### src/rtl/fr_timer_pkg.sv
package fr_timer_pkg;
    localparam int CNT_W = 12;
    localparam int LO_W  = 8;
    localparam int HI_W  = CNT_W - LO_W;

    typedef logic [CNT_W-1:0] cnt_t;
    typedef logic [LO_W-1:0]  byte_t;
    typedef logic [HI_W-1:0]  nib_t;

    typedef enum logic {SEL_LO = 1'b0, SEL_HI = 1'b1} rd_sel_e;

    typedef struct packed {
        logic    en;
        rd_sel_e sel;
    } rd_req_t;

    function automatic cnt_t cnt_step(cnt_t v);
        return v + cnt_t'(1);
    endfunction
endpackage

### src/rtl/fr_prescaler.sv
module fr_prescaler #(
    parameter int DIV = 6
) (
    input  logic clk,
    input  logic rst,
    output logic us_en
);
    localparam int PW = (DIV > 2) ? $clog2(DIV) : 1;
    logic [PW-1:0] phase;

    always_ff @(posedge clk) begin
        if (rst) begin
            phase <= '0;
        end else if (phase == PW'(DIV - 1)) begin
            phase <= '0;
        end else begin
            phase <= phase + PW'(1);
        end
    end

    assign us_en = (phase == PW'(DIV - 1));

    a_r2_enable_spacing: assert property (@(posedge clk) disable iff (rst)
        us_en |=> !us_en);
endmodule

### src/rtl/fr_counter.sv
module fr_counter
    import fr_timer_pkg::*;
(
    input  logic clk,
    input  logic rst,
    input  logic us_en,
    output cnt_t cnt,
    output cnt_t cnt_nxt
);
    assign cnt_nxt = cnt_step(cnt);

    always_ff @(posedge clk) begin
        if (rst) begin
            cnt <= '0;
        end else if (us_en) begin
            cnt <= cnt_nxt;
        end
    end

    a_r2_step_on_enable: assert property (@(posedge clk) disable iff (rst)
        us_en |=> (cnt == cnt_t'($past(cnt) + 1)));
    a_r2_hold_otherwise: assert property (@(posedge clk) disable iff (rst)
        !us_en |=> $stable(cnt));
endmodule

### src/rtl/fr_edge_tap.sv
module fr_edge_tap (
    input  logic clk,
    input  logic rst,
    input  logic us_en,
    input  logic cur_bit,
    input  logic nxt_bit,
    output logic tick
);
    always_ff @(posedge clk) begin
        if (rst) begin
            tick <= 1'b0;
        end else begin
            tick <= us_en & ~cur_bit & nxt_bit;
        end
    end

    a_r7_single_pulse: assert property (@(posedge clk) disable iff (rst)
        tick |=> !tick);
    a_r8_pulse_after_rise: assert property (@(posedge clk) disable iff (rst)
        $rose(tick) |-> $past(us_en));
endmodule

### src/rtl/fr_read_latch.sv
module fr_read_latch
    import fr_timer_pkg::*;
(
    input  logic    clk,
    input  logic    rst,
    input  rd_req_t req,
    input  cnt_t    cnt,
    output byte_t   rd_data
);
    nib_t hold;

    always_ff @(posedge clk) begin
        if (rst) begin
            hold    <= '0;
            rd_data <= '0;
        end else if (req.en) begin
            if (req.sel == SEL_LO) begin
                rd_data <= cnt[LO_W-1:0];
                hold    <= cnt[CNT_W-1:LO_W];
            end else begin
                rd_data <= byte_t'(hold);
            end
        end
    end

    a_r5_capture: assert property (@(posedge clk) disable iff (rst)
        (req.en && req.sel == SEL_LO) |=> (hold == $past(cnt[CNT_W-1:LO_W])));
    a_r6_hold_stable: assert property (@(posedge clk) disable iff (rst)
        !(req.en && req.sel == SEL_LO) |=> $stable(hold));
    a_r6_high_is_hold: assert property (@(posedge clk) disable iff (rst)
        (req.en && req.sel == SEL_HI) |=> (rd_data == byte_t'($past(hold))));
endmodule

### src/rtl/fr_timer.sv
module fr_timer
    import fr_timer_pkg::*;
#(
    parameter int DIV    = 6,
    parameter int TAP_LO = 7,
    parameter int TAP_HI = 10
) (
    input  logic       clk,
    input  logic       rst,
    input  logic       rd_en,
    input  logic       rd_addr,
    output logic [7:0] rd_data,
    output logic       tick_128,
    output logic       tick_1024
);
    localparam int NTAP = 2;

    logic            us_en;
    cnt_t            cnt;
    cnt_t            cnt_nxt;
    logic [NTAP-1:0] ticks;
    rd_req_t         req;

    assign req.en  = rd_en;
    assign req.sel = rd_sel_e'(rd_addr);

    fr_prescaler #(.DIV(DIV)) i_pre (
        .clk(clk), .rst(rst), .us_en(us_en)
    );

    fr_counter i_cnt (
        .clk(clk), .rst(rst), .us_en(us_en), .cnt(cnt), .cnt_nxt(cnt_nxt)
    );

    for (genvar g = 0; g < NTAP; g++) begin : g_tap
        localparam int TB = (g == 0) ? TAP_LO : TAP_HI;
        fr_edge_tap i_tap (
            .clk(clk), .rst(rst), .us_en(us_en),
            .cur_bit(cnt[TB]), .nxt_bit(cnt_nxt[TB]), .tick(ticks[g])
        );
    end

    fr_read_latch i_rd (
        .clk(clk), .rst(rst), .req(req), .cnt(cnt), .rd_data(rd_data)
    );

    assign tick_128  = ticks[0];
    assign tick_1024 = ticks[1];

    a_r7_tap_lo_set: assert property (@(posedge clk) disable iff (rst)
        tick_128 |-> (cnt[TAP_LO] && !$past(cnt[TAP_LO])));
    a_r8_tap_hi_set: assert property (@(posedge clk) disable iff (rst)
        tick_1024 |-> (cnt[TAP_HI] && !$past(cnt[TAP_HI])));
    a_r1_quiet_after_reset: assert property (@(posedge clk)
        rst |=> (!tick_128 && !tick_1024 && rd_data == 8'd0));
endmodule

### config.mk
export PLATFORM = sky130hd
export DESIGN_NAME = fr_timer
export DESIGN_NICKNAME = d
export VERILOG_FILES = /design/src/rtl/fr_timer_pkg.sv /design/src/rtl/fr_prescaler.sv /design/src/rtl/fr_counter.sv /design/src/rtl/fr_edge_tap.sv /design/src/rtl/fr_read_latch.sv /design/src/rtl/fr_timer.sv
export SDC_FILE = /design/constraint.sdc
export NUM_CORES = 1
export LEC_CHECK = 0
export BUFFER_PORTS_ARGS = -buffer_cell sky130_fd_sc_hd__buf_4
export CAP_MARGIN = 20
export CORE_MARGIN = 2
export CORE_UTILIZATION = 50
export CTS_CLUSTER_SIZE = 24
export DETAILED_ROUTE_END_ITERATION = 10
export PLACE_DENSITY = 0.7
export SYNTH_ARGS = -nofsm -noshare
export SYNTH_HDL_FRONTEND = slang
export SYNTH_SLANG_ARGS = --single-unit
### constraint.sdc
create_clock -name clk -period 1.6 [get_ports clk]
set_input_delay 0.32 -clock clk [delete_from_list [all_inputs] [get_ports clk]]
set_output_delay 0.32 -clock clk [all_outputs]
set_load 0.01 [all_outputs]
# Word level (Yosys, flattened, before mapping)
# Index checks and enable logic that the tools add are counted.
# classes
n_div,0
reduce_logical,2
mux,1
multipliers,0
n_eq_ne,1
order_cmp,0
n_bitwise,7
n_shift,0
add_sub_neg,2
# ops
operator,n
"12-bit by 1-bit adder with 12-bit output, second input constant",1
8-bit two-way mux,1
1-bit bitwise AND,4
"3-bit by 1-bit adder with 3-bit output, second input constant",1
"3-bit equality test, second input constant",1
1-bit NOT,3
2-bit AND reduction,1
2-bit OR reduction,1
# totals
latch_bits,0
wordCells,19
reg_bits,29
inputBits,4
ramBits,0
n_memories,0
mem_bits_ro,0

# Logic depth before layout (Yosys ltp)
# Gate-level depths: netlist (run 1).
# logic_depth
ltp_word,3
depth_mapped,5

# Cells and area by module
# From an unflattened synthesis (run 1), not the netlist that was laid out.
# unflattened
hier_cells,149
area_unflattened_um2,1397.6
# by_module_without_submodules
mod,cells_each,area_each_um2,instances
fr_counter,83,704.4,1
fr_read_latch,49,494.2,1
fr_prescaler,13,133.9,1
fr_edge_tap,2,32.5,2

# Worst setup path before layout (run 1)
# OpenSTA, ideal clock, no wires.
# synth_timing
kind,flip-flop to flip-flop
startpoint,reg i_pre.phase[0]
endpoint,reg i_cnt.cnt[11]
arrival_ps,1322
path_stages_with_launch,5
synth_period_minus_slack_ps,1443
setup_time_ps,121
path_slack_ps,157
cell_sequence,dfxtp_1 -> ha_1 -> nand2_2 -> nor4_1 -> mux2_2
# synth_between
elab_chain_len,1
# synth_rtl
element,line_no,rtl
start: declaration,fr_prescaler.sv:9,logic [PW-1:0] phase;
start signal: assignment,fr_prescaler.sv:17,phase <= phase + PW'(1);
3-bit equality test,fr_prescaler.sv:21,assign us_en = (phase == PW'(DIV - 1));
end signal: assignment,fr_counter.sv:16,cnt <= cnt_nxt;
end: declaration,fr_counter.sv:7,"output cnt_t cnt,"
# No other way between the ends.
# A chain may end at the register's enable or synchronous reset.

# Worst setup path after layout (run 1)
# Ends and elaborated chain as after synthesis.

==> results of run 1 <==
## worst max-delay path by stage
stage,endpoint,depth (start not counted),slack (ns)
after floorplan,i_cnt.cnt[11],4,0.16
after global placement,i_cnt.cnt[10],4,0.09
after detailed placement,i_cnt.cnt[10],4,0.04
after CTS,i_cnt.cnt[10],4,0.03
after global routing,i_cnt.cnt[6],4,-0.02
final,i_cnt.cnt[11],4,0.1
## power groups by stage
| stage | Clock, W | Combinational [W] | Sequential [W] |
|---|---|---|---|
| floorplan | 0 | 0.0000510 | 0.000760 |
| global placement | 0 | 0.0000728 | 0.000758 |
| detailed placement | 0 | 0.0000745 | 0.000759 |
| CTS | 0.000460 | 0.0000743 | 0.000742 |
| global route | 0.000497 | 0.0000852 | 0.000744 |
| finish | 0.000448 | 0.0000751 | 0.000742 |
## metrics by stage
stage	worst slack (ns)	hold slack (ns)	cells	area [um^2]	power, W
finish	0.09772	0.2895	176	1425	0.001265
global route	-0.02377	0.2952	176	1425	0.001326
CTS	0.03462	0.2750	176	1404	0.001277
detailed placement	0.03649	0.4632	169	1349	0.0008333
global placement	0.09261	0.4433	169	1349	0.0008307
floorplan	0.1575	0.4319	132	1224	0.0008110
## cells by family after synthesis
| kind of cell | after synthesis | synth area share, % |
|---|---|---|
| AOI/OAI and AO/OA | 22 | 10.53 |
| xor gates and xnor gates | 2 | 1.432 |
| adders and majority gates | 3 | 3.068 |
| buffers and inverters | 11 | 3.374 |
| DFF | 29 | 47.44 |
| muxes | 11 | 9.305 |
| and+or+nand+nor | 54 | 24.85 |
## cell type report
cell class                      count  area, um^2  share of cell area [%]
Clock buffer                        7       55.05                   3.863
Inverter                            5       18.77                   1.317
Multi-Input combinational cell     92       621.8                   43.63
Sequential cell                    29       581.8                   40.83
Tap cell                           28       35.03                   2.458
Timing Repair Buffer               15       112.6                   7.902
## routing by layer
layer	up-vias	global-route usage [%]	wire [um]
met5	-	0	0
met4	0	10.26	51
met3	6	8.475	104
met2	16	31.48	1065
met1	440	22.57	1064
li1	493	-	-
## cells in the final DEF (no fill, tap or decap), drive strengths merged
master,netlist,final
or3,4,4
buf,2,15
nand2b,4,4
a21oi,11,11
ha,3,3
inv,5,5
mux2,3,3
xnor2,1,1
a211oi,4,4
nor2b,4,4
nor3b,1,1
nor2,15,15
and2,2,2
nand4,3,3
nor4,2,2
or4,2,2
nor3,3,3
clkbuf,4,7
nand2,6,6
nand3,4,4
o21ai,4,4
dfxtp,29,29
o31ai,2,2
nand3b,4,4
o311ai,1,1
xor2,1,1
mux2i,8,8
## sequential cells by signal, indices dropped and copies added, names as in the netlist
register,cells
i_rd.hold,4
i_rd.rd_data,8
i_pre.phase,3
g_tap.i_tap.tick,2
i_cnt.cnt,12
## worst max-delay path: stages, from the launching register on
cell and delay [ns]:
sky130_fd_sc_hd__dfxtp_1 0.37, sky130_fd_sc_hd__ha_2 0.24, sky130_fd_sc_hd__nand2_2 0.13, sky130_fd_sc_hd__nor4_2 0.29
sky130_fd_sc_hd__mux2_2 0.36
## repair_timing
item / CTS / global route
endpoints found under the setup margin: 0 / 5
gates resized for setup: 0 / 5
hold buffers: 0 / 0
==> flow_summary.json, run 1 <==
{
  "gr-total-overflow": 0,
  "rsz_0062_raised_after_global_routing": "yes",
  "maxClockFrequency_mhz": 665.7,
  "fp.dieH_um": 53.47,
  "cts_htree_levels": 2,
  "area_delta_synth_final_pct": 16.46,
  "slew_violations": 0,
  "tns_ns": 0,
  "io_buffer_count": 13,
  "synth-edff-count": 0,
  "drive_above_1_share_pct": 23.65,
  "synth.ff_latch_count": 29,
  "ant_nets": 0,
  "finalSetupViolations": 0,
  "dp.final_hpwl_um": 1604,
  "yosys_warnings": 0,
  "p_sw_share_pct": 23.11,
  "critPathCaptureType": "register",
  "timing.critical_path.required_ns": 1.82,
  "comb_power_share_pct": 5.9,
  "tightestPinTransition_ns": 0.4357,
  "max_clock_buf_depth": 2,
  "cellLeakagePower_nw": 0.5391,
  "antenna_found_initial": 0,
  "clkSlewWorstSetupHoldPaths_ns": 0.09,
  "rr_endpoint": "i_cnt.cnt[11]",
  "cts-buffers-inserted": 5,
  "die_area_um2": 2859,
  "timing.reg2reg.worst_path_depth": 4,
  "synth_fp_nets": 139,
  "min_delay_worst_endpoint": "i_rd.rd_data[3]",
  "critPathLaunch": "i_pre.phase[0]",
  "outcome": "finished clean",
  "numClockSinks": 29,
  "grt_pass1_vias": 892,
  "global_route_wire_length_before_repair_um": 3884,
  "clock-root-buffer": "sky130_fd_sc_hd__clkbuf_4",
  "grt_usage_pct": 19.92,
  "timing.final.crit_share_pct": 93.89,
  "grt_start_max_net_pins": 31,
  "wl_cell_um": 12.98,
  "postSynth.topFlopCell": "sky130_fd_sc_hd__dfxtp_1",
  "synthTopCellsByArea": "sky130_fd_sc_hd__dfxtp_1 47%, sky130_fd_sc_hd__mux2i_1 6.5%, sky130_fd_sc_hd__nor2_1 4.6%",
  "worst-path-max-fanout": 9,
  "route.detailed.drc": 0,
  "setup.worst_path.class": "reg2reg",
  "proportion_of_power_drawn_by_flip_flops_and_latches_pct": 58.6,
  "drt-total-wl_um": 2284,
  "design.final.nets": 155,
  "cp-start-kind": "register",
  "yosysMostFrequentCell": "sky130_fd_sc_hd__dfxtp_1",
  "synth_top_area_cell": "sky130_fd_sc_hd__dfxtp_1",
  "synth.avg_cell_area_um2": 9.270,
  "initial_core_util_pct": 54.27,
  "syn-instance-count": 132,
  "max-vdd-ir-drop_uv": 860.9,
  "die_w_um": 53.47,
  "globalplace.congestion": 0.7686,
  "viasPerCell": 5.426,
  "antenna_diodes": 0,
  "p_int_w": 0.0009729,
  "max_cap_violations": 0,
  "synthDominantCellAreaShare_pct": 47.44,
  "tritoncts_clock_tree": "built",
  "finalWorstPathRequiredPeriod_ns": 1.502,
  "power_density_nw_per_um2": 887.8,
  "floorplan.io_pins": 14,
  "synthesis.area_um2": 1224,
  "synth_async_sr_flop_share_pct": 0,
  "via_count": 955,
  "min-delay-path-class": "in2reg",
  "cts_setup_buffers": 0,
  "insertion_delay_ns": 0.33,
  "min_path_cells": 2,
  "placementRows": 17,
  "r2r-start": "i_pre.phase[0]",
  "clkPwrFrac_pct": 35.4,
  "total_switching_power_w": 0.0002924,
  "coreArea_um2": 2255,
  "number_of_drc_violations_after_detailed_routing_iteration_0": 12,
  "final.fill_count": 212,
  "timing_hold_violations_final": 0,
  "crit_arrival_ns": 1.72,
  "hold_path_startpoint": "rd_en",
  "timing.slew.headroom_pct": 70.89,
  "synth.lib_cells_used.distinct": 31,
  "drt_pass1_iterations": 4,
  "top_cell_types_by_occurrence_after_synthesis": "29 x sky130_fd_sc_hd__dfxtp_1, 15 x sky130_fd_sc_hd__nor2_1, 11 x sky130_fd_sc_hd__a21oi_1",
  "utilization_pct": 63.21,
  "fin_skew_ns": 0.008524,
  "synth-seq-area-share_pct": 47.44,
  "reg2reg_slack_ns": 0.1
}
Note: power is estimated with default switching activity, not from simulation.
==> run 2: changes to the inputs <==
- CTS_BUF_LIST: default -> sky130_fd_sc_hd__clkbuf_16
==> run 2 against run 1 <==
Worst setup slack lost 0.069 ns; worst hold slack gained 0.063 ns; cell count is the same; via count grew 0.10%; power grew 31%; utilization grew 3.3 points; flip-flop and latch count is the same; critical path type unchanged; critical endpoint unchanged.
==> flow_summary.json, run 2 (synthesis gave the netlist of run 1 again) <==
{
  "layout.cells.most_common": "sky130_fd_sc_hd__dfxtp_1",
  "registers.top_by_ff_count": "i_cnt.cnt",
  "ant_nets": 0,
  "rsz_0062_raised_after_global_routing": "yes",
  "wl_cell_um": 13.46,
  "hold_path_startpoint": "rd_en",
  "power_density_nw_per_um2": 1106,
  "antenna_diodes": 0,
  "reg2reg_slack_ns": 0.03,
  "coreArea_um2": 2255,
  "timing.critical_path.required_ns": 1.75,
  "grt_usage_pct": 21.58,
  "maxClockFrequency_mhz": 636.3,
  "multi_input_area_um2": 619.3,
  "die_w_um": 53.47,
  "clkSlewWorstSetupHoldPaths_ns": 0.05,
  "setup.worst_path.class": "reg2reg",
  "register_cell_area_after_layout_um2": 580.6,
  "insertion_delay_ns": 0.27,
  "slew_violations": 0,
  "layout.cells.most_common_list": "29 x sky130_fd_sc_hd__dfxtp_1, 15 x sky130_fd_sc_hd__nor2_1, 15 x sky130_fd_sc_hd__buf_4, 11 x sky130_fd_sc_hd__a21oi_1, 8 x sky130_fd_sc_hd__mux2i_1",
  "fin_cells": 176,
  "fp.dieH_um": 53.47,
  "design.final.nets": 155,
  "viasPerCell": 5.432,
  "numClockSinks": 29,
  "final_cell_area_um2": 1499,
  "timing.slew.headroom_pct": 70.78,
  "cellLeakagePower_nw": 0.5824,
  "min_delay_worst_endpoint": "i_rd.rd_data[3]",
  "largest_registers": "i_cnt.cnt (12), i_rd.rd_data (8), i_rd.hold (4)",
  "cts-buffers-inserted": 5,
  "drive_above_1_share_pct": 20.95,
  "floorplan.io_pins": 14,
  "min_path_cells": 2,
  "antenna_found_initial": 0,
  "max_clock_buf_depth": 2,
  "number_of_drc_violations_after_detailed_routing_iteration_0": 10,
  "max_cap_violations": 0,
  "outcome": "finished clean",
  "io_buffer_count": 13,
  "rr_endpoint": "i_cnt.cnt[11]",
  "drt_pass1_iterations": 4,
  "finalSetupViolations": 0,
  "r2r-start": "i_pre.phase[0]",
  "final.fill_count": 197,
  "critPathLaunch": "i_pre.phase[0]",
  "route.detailed.drc": 0,
  "via_count": 956,
  "dpl-instance-area_um2": 1349,
  "tritoncts_clock_tree": "built",
  "worst-path-max-fanout": 9,
  "placementRows": 17,
  "critPathCaptureType": "register",
  "global_route_wire_length_before_repair_um": 4181,
  "grt_start_max_net_pins": 31,
  "drt-total-wl_um": 2369,
  "finalWorstPathRequiredPeriod_ns": 1.572,
  "fin_worst_hold_slack_ns": 0.3524,
  "cts_htree_levels": 2,
  "globalplace.congestion": 0.7686,
  "dp.final_hpwl_um": 1604,
  "area_delta_synth_final_pct": 22.50,
  "tightestPinTransition_ns": 0.4375,
  "largest_register_ffs": 12,
  "clock-root-buffer": "sky130_fd_sc_hd__clkbuf_16",
  "cp-start-kind": "register",
  "min-delay-path-class": "in2reg",
  "timing_hold_violations_final": 0,
  "fin_skew_ns": 0.004999,
  "hold_buffers": 0,
  "max-vdd-ir-drop_uv": 993.3,
  "die_area_um2": 2859,
  "timing.reg2reg.worst_path_depth": 4,
  "timing.final.crit_share_pct": 98.22,
  "grt_pass1_vias": 905,
  "initial_core_util_pct": 54.27,
  "placed_cells": 169,
  "crit_arrival_ns": 1.72,
  "gr-total-overflow": 0
}
## run 2: worst max path at each step
stage	end	slack, ns	cells past startpoint
floorplan	i_cnt.cnt[11]	0.16	4
global placement	i_cnt.cnt[10]	0.09	4
detailed placement	i_cnt.cnt[10]	0.04	4
CTS	i_cnt.cnt[11]	0.04	4
global route	i_cnt.cnt[9]	-0.02	4
finish	i_cnt.cnt[11]	0.03	4
## run 2: through the flow
step	power (W)	setup slack [ns]	util (%)	setup TNS [ns]
global placement	0.0008307	0.09261	59.82	0
global route	0.001721	-0.02476	66.48	-0.06954
CTS	0.001676	0.04036	66.09	0
detailed placement	0.0008333	0.03649	59.82	0
finish	0.001658	0.02849	66.48	0
floorplan	0.0008110	0.1575	-	0
## run 2: layer usage
layer	GRT usage [%]	vias to the layer above	part of all wire (%)
met5	0	-	0
met4	11.54	0	2.2
met3	9.322	4	4.2
met2	32.72	13	47
met1	25.39	446	47
li1	-	493	-
## run 2: repair_timing
item                       4_1_cts  5_1_grt
setup buffers                    0        0
gates resized for setup          2        1
gates cloned                     0        0
setup endpoints to repair        1        4
## run 2: cell type report
cell class,count,share of cell area [%]
inverter,5,1.252
sequential,29,38.73
multi-input combinational,92,41.32
clock buffer,5,8.347
timing repair buffer,15,7.513
clock inverter,2,0.5008
tap,28,2.337
## run 2: worst max-delay path: stages (launching register included)
cell	delay [ns]
sky130_fd_sc_hd__dfxtp_1	0.36
sky130_fd_sc_hd__ha_2	0.24
sky130_fd_sc_hd__nand2_2	0.13
sky130_fd_sc_hd__nor4_2	0.34
sky130_fd_sc_hd__mux2_2	0.38
## run 2: where the power goes
| group | total [W] | switching (W) | internal (W) |
|---|---|---|---|
| Combinational | 0.0000752 | 0.0000426 | 0.0000326 |
| Sequential | 0.000745 | 0.00000862 | 0.000737 |
| Clock | 0.000837 | 0.000285 | 0.000552 |
| Total | 0.00166 | 0.000336 | 0.00132 |
